## config.mk

```make
export PLATFORM = sky130hd
export DESIGN_NAME = flash_strobe_timer
export DESIGN_NICKNAME = d
export VERILOG_FILES = /design/src/rtl/flash_pkg.sv /design/src/rtl/flash_prescaler.sv /design/src/rtl/flash_step_counter.sv /design/src/rtl/flash_strobe_timer.sv
export SDC_FILE = /design/constraint.sdc
export NUM_CORES = 1
export LEC_CHECK = 0
export ABC_AREA = 1
export BUFFER_PORTS_ARGS = -buffer_cell sky130_fd_sc_hd__buf_4
export CORE_UTILIZATION = 40
export CTS_CLUSTER_SIZE = 12
export DETAILED_ROUTE_END_ITERATION = 6
export PLACE_DENSITY = 0.56
export RECOVER_POWER = 25
export SLEW_MARGIN = 15
export SYNTH_ARGS = -nofsm -noshare
export SYNTH_HDL_FRONTEND = slang
export SYNTH_SLANG_ARGS = --single-unit
```

## constraint.sdc

```tcl
create_clock -name clk -period 1.6 [get_ports clk]
set_input_delay 0.08 -clock clk [delete_from_list [all_inputs] [get_ports clk]]
set_output_delay 0.08 -clock clk [all_outputs]
set_load 0.05 [all_outputs]
```

## src/rtl/flash_pkg.sv

```systemverilog
package flash_pkg;
  localparam int unsigned DEF_LEN_W    = 8;
  localparam int unsigned DEF_PRESCALE = 1024;
  localparam int unsigned DEF_RST_LEN  = 8;

  function automatic int unsigned cnt_width(input int unsigned n);
    return (n < 2) ? 1 : $clog2(n);
  endfunction
endpackage

```

## src/rtl/flash_prescaler.sv

```systemverilog
module flash_prescaler #(
  parameter int unsigned PRESCALE = 1024
) (
  input  logic clk,
  input  logic rst_n,
  input  logic clr,
  input  logic run,
  output logic tick
);
  localparam int unsigned PW = flash_pkg::cnt_width(PRESCALE);
  localparam logic [PW-1:0] LAST = PW'(PRESCALE - 1);

  logic [PW-1:0] pre_q;

  always_ff @(posedge clk or negedge rst_n) begin
    if (!rst_n)          pre_q <= '0;
    else if (clr)        pre_q <= '0;
    else if (run)        pre_q <= (pre_q == LAST) ? '0 : pre_q + 1'b1;
  end

  assign tick = run && !clr && (pre_q == LAST);
endmodule

```

## src/rtl/flash_step_counter.sv

```systemverilog
module flash_step_counter #(
  parameter int unsigned LEN_W = 8
) (
  input  logic             clk,
  input  logic             rst_n,
  input  logic             clr,
  input  logic             tick,
  input  logic [LEN_W-1:0] len,
  output logic             done
);
  logic [LEN_W-1:0] step_q;

  always_ff @(posedge clk or negedge rst_n) begin
    if (!rst_n)     step_q <= '0;
    else if (clr)   step_q <= '0;
    else if (tick)  step_q <= step_q + 1'b1;
  end

  assign done = tick && (step_q == len - 1'b1);
endmodule

```

## src/rtl/flash_strobe_timer.sv

```systemverilog
module flash_strobe_timer #(
  parameter int unsigned LEN_W    = flash_pkg::DEF_LEN_W,
  parameter int unsigned PRESCALE = flash_pkg::DEF_PRESCALE,
  parameter int unsigned RST_LEN  = flash_pkg::DEF_RST_LEN
) (
  input  logic             clk,
  input  logic             rst_n,
  input  logic             flash_en_i,
  input  logic [LEN_W-1:0] len_i,
  input  logic             frame_start_i,
  input  logic             readout_start_i,
  output logic             strobe_o
);
  localparam logic [LEN_W-1:0] HOLD_CODE = '1;

  logic             active_q;
  logic [LEN_W-1:0] len_q;
  logic             arm;
  logic             tick;
  logic             done;

  // a frame start with the enable set re-captures length and clears timing
  assign arm = frame_start_i && flash_en_i;

  flash_prescaler #(.PRESCALE(PRESCALE)) prescale_i (
    .clk  (clk),
    .rst_n(rst_n),
    .clr  (arm),
    .run  (active_q),
    .tick (tick)
  );

  flash_step_counter #(.LEN_W(LEN_W)) steps_i (
    .clk  (clk),
    .rst_n(rst_n),
    .clr  (arm),
    .tick (tick),
    .len  (len_q),
    .done (done)
  );

  always_ff @(posedge clk or negedge rst_n) begin
    if (!rst_n) begin
      active_q <= 1'b0;
      len_q    <= LEN_W'(RST_LEN);
    end else begin
      if (arm) len_q <= len_i;
      if (!flash_en_i)               active_q <= 1'b0;
      else if (frame_start_i)        active_q <= (len_i != '0);
      else if (readout_start_i)      active_q <= 1'b0;
      else if (done && len_q != HOLD_CODE) active_q <= 1'b0;
    end
  end

  assign strobe_o = active_q;
endmodule

```

==> out/qor.csv, run 1 <==
metric,value,unit
DRT Pass-1 Iters,4,
core area,4086,um2
"Data required, critical path",1810,ps
largest net degree at the start of global routing,28,
Slew Limit Headroom,53.67,%
remaining antenna violation count after routing,0,
final setup skew,5.428,ps
clock root cell,clkbuf_8,
Critical Path Sink Type,flip-flop,
status,"complete, no violations",
CTS sink cnt,27,
CTS max path bufs,2,
vias,1527,
final hold vios,0,
"Reg clk slew, reported paths",110,ps
Yosys warning count,0,
Final Util,50.52,%
global route overflow,0,
clk_lat worst skew,280,ps
CTS Buf Count,3,
share of post-route cells with drive strength above 1,21.13,%
Final Setup Violations,0,
crit share post-route,94.66,%
Final HPWL DP,2864,um
vias per cell,4.848,
Die ar.,4616,um2
vias in the first global route,1426,
Reg area,679.4,um2
DIE HEIGHT,67.94,um
unrepaired setup endpoints after global routing,yes,
"Cell Area, Placed",1923,um2
setup ws final,85.47,ps
first-pass GRT wire length,6679,um
syn_area_per_cell,7.247,um2
Worst EP arrival,1720,ps
area occupied by multi-input gates,933.4,um2
number of H-tree levels,1,
area delta synth->final,18.71,%
initial antenna violation count,0,
Post-Synth Simple-Gate Area,33.74,%
CP Cell Sequence,ha_2 -> nand2_2 -> inv_2 -> nand2_4 -> nor2_8 -> nand4_4 -> buf_4 -> o31ai_2,
CP max FO,5,
min Tclk post-route,1515,ps
Post-Route WL,3892,um
CTS tree,done,
post-synthesis compound-gate area fraction,9.784,%
die width,67.94,um
Max-Cap Viols,0,
HP Class,input port to flip-flop,
final slew viol count,0,
dpl cells,305,
nets,283,
Post-Layout Inst Area,2064,um2
startpoint types,flip-flop,
Initial Utilization,42.56,%
GRT Util Overall,19.45,%
post-synthesis register bit count,27,
largest family of logic cells by synthesized area,simple AND/OR/NAND/NOR gates,
Synth Net Count,257,
worst setup path class,flip-flop to flip-flop,
routed len/inst,12.36,um
pre-CTS WS,50.93,ps
Post-Synth XOR/XNOR Area,5.036,%
register area share after synthesis,38.92,%
Adder-Cell Fraction of Synth Area,2.878,%
cell count after synthesis,240,
Worst path max stage delay,390,ps
"slowest stage cell, crit path",dfrtp_1,
power density over cell area,787.3,nW/um2
Peak VDD IR,0.4120,mV
DR iter-0 viols,62,
Syn Std Cell Area,1739,um2
Max Freq,660.3,MHz
mux cell area share after synthesis,0,%
global placer's final weighted congestion,0.8210,
"Distinct cells, synth",29,
I/O pin count,14,
P_leak,0.001048,uW
n_diodes,0,
number of remaining DRC errors,0,
Finished Layout Cells,315,
measured slew at the worst slew-check pin,694.9,ps
port bufs,13,
Site Rows,23,
filler instances,412,
## cells in the final DEF, fill, tap and decap left out, drive strengths merged
cell | netlist | layout
a21oi | 5 | 5
buf | 1 | 21
clkbuf | 1 | 4
clkinv | 2 | 2
clkinvlp | 0 | 1
dfrtp | 26 | 26
dfstp | 1 | 1
dlygate4sd3 | 0 | 1
ha | 4 | 4
inv | 38 | 38
nand2 | 71 | 71
nand3 | 20 | 20
nand4 | 6 | 6
nor2 | 28 | 28
nor3 | 2 | 2
nor4 | 1 | 1
o21ai | 16 | 16
o22ai | 4 | 4
o31ai | 3 | 3
o41ai | 1 | 1
xnor2 | 2 | 2
xor2 | 8 | 8
## timing repair
action                                  CTS  global route
hold buffers                              1             0
gates resized for setup                   0            16
endpoints found under the hold margin    26             0
endpoints found under the setup margin    0            13
setup buffers                             0             5
## path summary, 6_finish.rpt
| path | start | to | slack (ps) | depth (start not counted) |
|---|---|---|---|---|
| worst max-delay path | prescale_i.pre_q[1] | steps_i.step_q[5] | 90 | 8 |
| worst min-delay path | len_i[2] | len_q[2] | 8 | 3 |
| worst max register to register | prescale_i.pre_q[1] | steps_i.step_q[5] | 90 | 8 |
| worst min register to register | strobe_o | prescale_i.pre_q[6] | 510 | 1 |
| max in group asynchronous | rst_n | len_q[4] | 750 | 2 |
| min in group asynchronous | rst_n | steps_i.step_q[7] | 360 | 2 |
## per-layer routing
metal  share of wire (%)  vias to the layer above  GRT usage, %  routed length [um]
met2                  43                       20         29.41                1666
li1                    -                      817             -                   -
met4                 1.3                        0         5.469                  51
met1                  54                      685         29.03                2085
met3                 2.3                        5         2.000                  89
met5                   0                        -             0                   0
## worst max-delay path: cells and delay by family (launching register included)
kind            cells  cell delay [ps]
flops               1              390
simple gates        4              390
buf+inv             2              260
fa+ha+maj           1              190
compound gates      1              190
## sequential cells by signal (all words and copies together), names as in the netlist
| register | flops |
|---|---|
| len_q | 8 |
| prescale_i.pre_q | 10 |
| steps_i.step_q | 8 |
| strobe_o | 1 |
## power by group
| part | total, uW | switching [uW] | internal (uW) |
|---|---|---|---|
| logic | 402 | 220 | 182 |
| registers | 798 | 60.9 | 737 |
| clock network | 425 | 247 | 178 |
| total | 1630 | 528 | 1100 |
## kinds of logic (layout without fill, tap and decap cells)
family                     Yosys count  in the layout
AOI/OAI and AO/OA                   29             29
xor gates and xnor gates            10             10
adders and majority gates            4              4
buffers and inverters               42             67
DFF                                 27             27
and+or+nand+nor                    128            128
## metrics by stage
step,total power [uW],setup TNS (ps),hold slack [ps]
final,1625,0,8.482
after global routing,1735,-30.52,24.01
after CTS,1562,0,11.06
after detailed placement,1139,0,25.14
after global placement,1138,0,23.54
after floorplan,1024,0,-215.6
## layout make-up
type | instances | share of cell area [%]
multi-input cells | 171 | 45.21
flip-flops and latches | 27 | 32.91
clock buffers | 3 | 2.000
well taps | 50 | 3.030
inverters | 40 | 7.758
clock inverters | 1 | 0.3636
repair buffers | 23 | 8.727
## cells in the mapped netlist (all sizes together)
cell    count  area share, %
a21oi       5            1.7
buf         1           0.22
clkbuf      1           0.22
clkinv      2            1.0
dfrtp      26             37
dfstp       1            1.5
ha          4            2.9
inv        38            8.2
nand2      71             16
nand3      20            5.8
nand4       6            3.0
nor2       28            8.0
nor3        2           0.58
nor4        1           0.36
o21ai      16            4.6
o22ai       4            1.4
o31ai       3            1.6
o41ai       1           0.50
xnor2       2            1.0
xor2        8            4.0
Power figures use the tool's default switching activity.
==> run 2: changes to the inputs <==
--- a/config.mk
+++ b/config.mk
@@ -5,8 +5,8 @@
 export SDC_FILE = /design/constraint.sdc
 export NUM_CORES = 1
 export LEC_CHECK = 0
-export ABC_AREA = 1
 export BUFFER_PORTS_ARGS = -buffer_cell sky130_fd_sc_hd__buf_4
+export CORE_ASPECT_RATIO = 1.5
 export CORE_UTILIZATION = 40
 export CTS_CLUSTER_SIZE = 12
 export DETAILED_ROUTE_END_ITERATION = 6
==> run 2 against run 1 <==
The run now ends with negative setup slack left. Final area fell by 6.1%. Critical path depth shrank 4. Sequential share of layout area grew 2.1 points. Total power is 7.7% lower. Cell count fell by 20%. Combinational power down 13%. Via count shrank 13%. Largest power group unchanged.
==> out/qor.csv, run 2 <==
metric,value,unit
syn_area_per_cell,8.985,um2
clock root cell,clkbuf_8,
Buf/Inv on CP,0,
vias per cell,5.295,
CTS tree,done,
Final HPWL DP,2605,um
HP Class,input port to flip-flop,
Critical Path Sink Type,flip-flop,
"Reg clk slew, reported paths",90,ps
global placer's final weighted congestion,0.8430,
number of H-tree levels,1,
setup ws final,-84.60,ps
initial antenna violation count,0,
crit share post-route,105.3,%
"commonest non-fill, non-tap cell in the layout",buf_4,
Reg area,678.2,um2
Pwr Total,1501,uW
Final Util,52.63,%
commonest cells in the netlist,"30 x nand2_1, 26 x dfrtp_1, 21 x nor2_1",
vias,1329,
first-pass GRT wire length,6044,um
Yosys top cell area share,42.35,%
Synth area leader,dfrtp_1,
share of post-route cells with drive strength above 1,25.48,%
unrepaired setup endpoints after global routing,yes,
CTS max path bufs,2,
Worst EP arrival,1840,ps
most frequently used flop master after synthesis,dfrtp_1,
"slowest stage cell, crit path",or4_4,
area occupied by multi-input gates,850.8,um2
largest net degree at the start of global routing,28,
Worst path max stage delay,530,ps
min Tclk post-route,1685,ps
DRT Pass-1 Iters,4,
worst setup path class,flip-flop to flip-flop,
"FFs w/ async S/R, synth",100.0,%
global route overflow,0,
routed len/inst,13.91,um
DIE HEIGHT,77.91,um
area delta synth->final,26.14,%
n_diodes,0,
Yosys warning count,0,
Finished Layout Cells,251,
core area,3682,um2
Site Rows,27,
largest cells by area after synthesis,"dfrtp_1 42%, nand2_1 7.3%, xor2_1 6.8%",
GRT Util Overall,19.28,%
DR iter-0 viols,13,
Slew Limit Headroom,53.24,%
die width,52.61,um
CTS Buf Count,3,
"Data required, critical path",1750,ps
nets,226,
final hold vios,0,
Post-Layout Inst Area,1938,um2
max reg flops,10,
most frequent cells in the layout,"33 x buf_4, 30 x nand2_1, 25 x dfrtp_1, 21 x nor2_1, 12 x xor2_1",
"Cell Area, Placed",1800,um2
clk_lat worst skew,270,ps
worst hold slack,5.900,ps
CTS sink cnt,27,
CP max FO,4,
register with the most flip-flops,prescale_i.pre_q,
number of synthesized flops with an enable pin,0,
most numerous cell in the Yosys netlist,nand2_1,
cell count after synthesis,171,
filler instances,360,
P_leak,0.0008891,uW
vias in the first global route,1424,
Final Setup Violations,1,
Peak VDD IR,0.4378,mV
status,"finished, violations left",
dpl cells,240,
startpoint types,flip-flop,
measured slew at the worst slew-check pin,701.4,ps
top flop regs,"prescale_i.pre_q x10, len_q x8, steps_i.step_q x8",
register area share after synthesis,44.06,%
Post-Route WL,3491,um
I/O pin count,14,
post-synthesis register bit count,27,
Max Freq,593.6,MHz
Max-Cap Viols,0,
Die ar.,4098,um2
port bufs,13,
Synth Net Count,188,
CP top delay family,compound AO/OA/AOI/OAI gates,
final setup skew,7.402,ps
final slew viol count,0,
Syn Std Cell Area,1536,um2
Initial Utilization,41.73,%
number of remaining DRC errors,0,
power density over cell area,774.2,nW/um2
failing checks,negative setup slack,
"Distinct cells, synth",37,
remaining antenna violation count after routing,0,
CP Cell Sequence,or4_4 -> o31ai_1 -> a22oi_1 -> o31a_1,
## run 2: stage by stage
step,setup slack (ps),TNS (ps)
final,-84.60,-84.60
after global routing,-172.9,-172.9
after CTS,-76.08,-76.08
after detailed placement,-104.7,-104.7
after global placement,-69.40,-69.40
after floorplan,-38.50,-38.50
## run 2: what timing repair did
| item | 4_1_cts | 5_1_grt |
|---|---|---|
| endpoints found under the hold margin | 27 | 0 |
| gates resized for setup | 2 | 10 |
| endpoints found under the setup margin | 1 | 12 |
| hold buffers | 2 | 0 |
| setup buffers | 3 | 2 |
| pin swaps | 2 | 3 |
## run 2: path summary, 6_finish.rpt
path	from	endpoint	slack [ps]	depth (start not counted)
max	len_q[0]	strobe_o	-80	4
min	len_i[7]	len_q[7]	6	3
max reg2reg	len_q[0]	strobe_o	-80	4
min reg2reg	prescale_i.pre_q[5]	prescale_i.pre_q[5]	530	1
max in group asynchronous	rst_n	strobe_o	720	2
min in group asynchronous	rst_n	len_q[7]	380	2
## run 2: worst register-to-register path, delay by kind of cell (launching register included)
kind	cells	cell delay (ps)
compound gates	3	600
simple gates	1	530
flops	1	440
## run 2: area by class of cell
class | count | share of cell area [%]
multi-input cells | 135 | 43.90
clock buffers | 4 | 2.324
well taps | 43 | 2.776
repair buffers | 38 | 15.24
flip-flops and latches | 27 | 34.99
inverters | 4 | 0.7747
## run 2: per-layer routing
metal / GRT usage, % / routed length (um)
met1: 20.72 / 1401
met2: 36.58 / 1974
met3: 2.157 / 65
met4: 6.579 / 50
met5: 0 / 0
## run 2: report_power, final
part	total [uW]	switching, uW	internal (uW)
combinational	349	168	181
clock	384	206	178
sequential	768	44.7	723
total	1500	418	1080
## run 2: cell families after synthesis
family / after synthesis / synth area share (%)
AOI/OAI and AO/OA: 25 / 10.59
xor gates and xnor gates: 19 / 10.83
adders and majority gates: 4 / 3.257
buffers and inverters: 9 / 2.687
DFF: 27 / 44.06
muxes: 2 / 1.303
and+or+nand+nor: 85 / 27.28
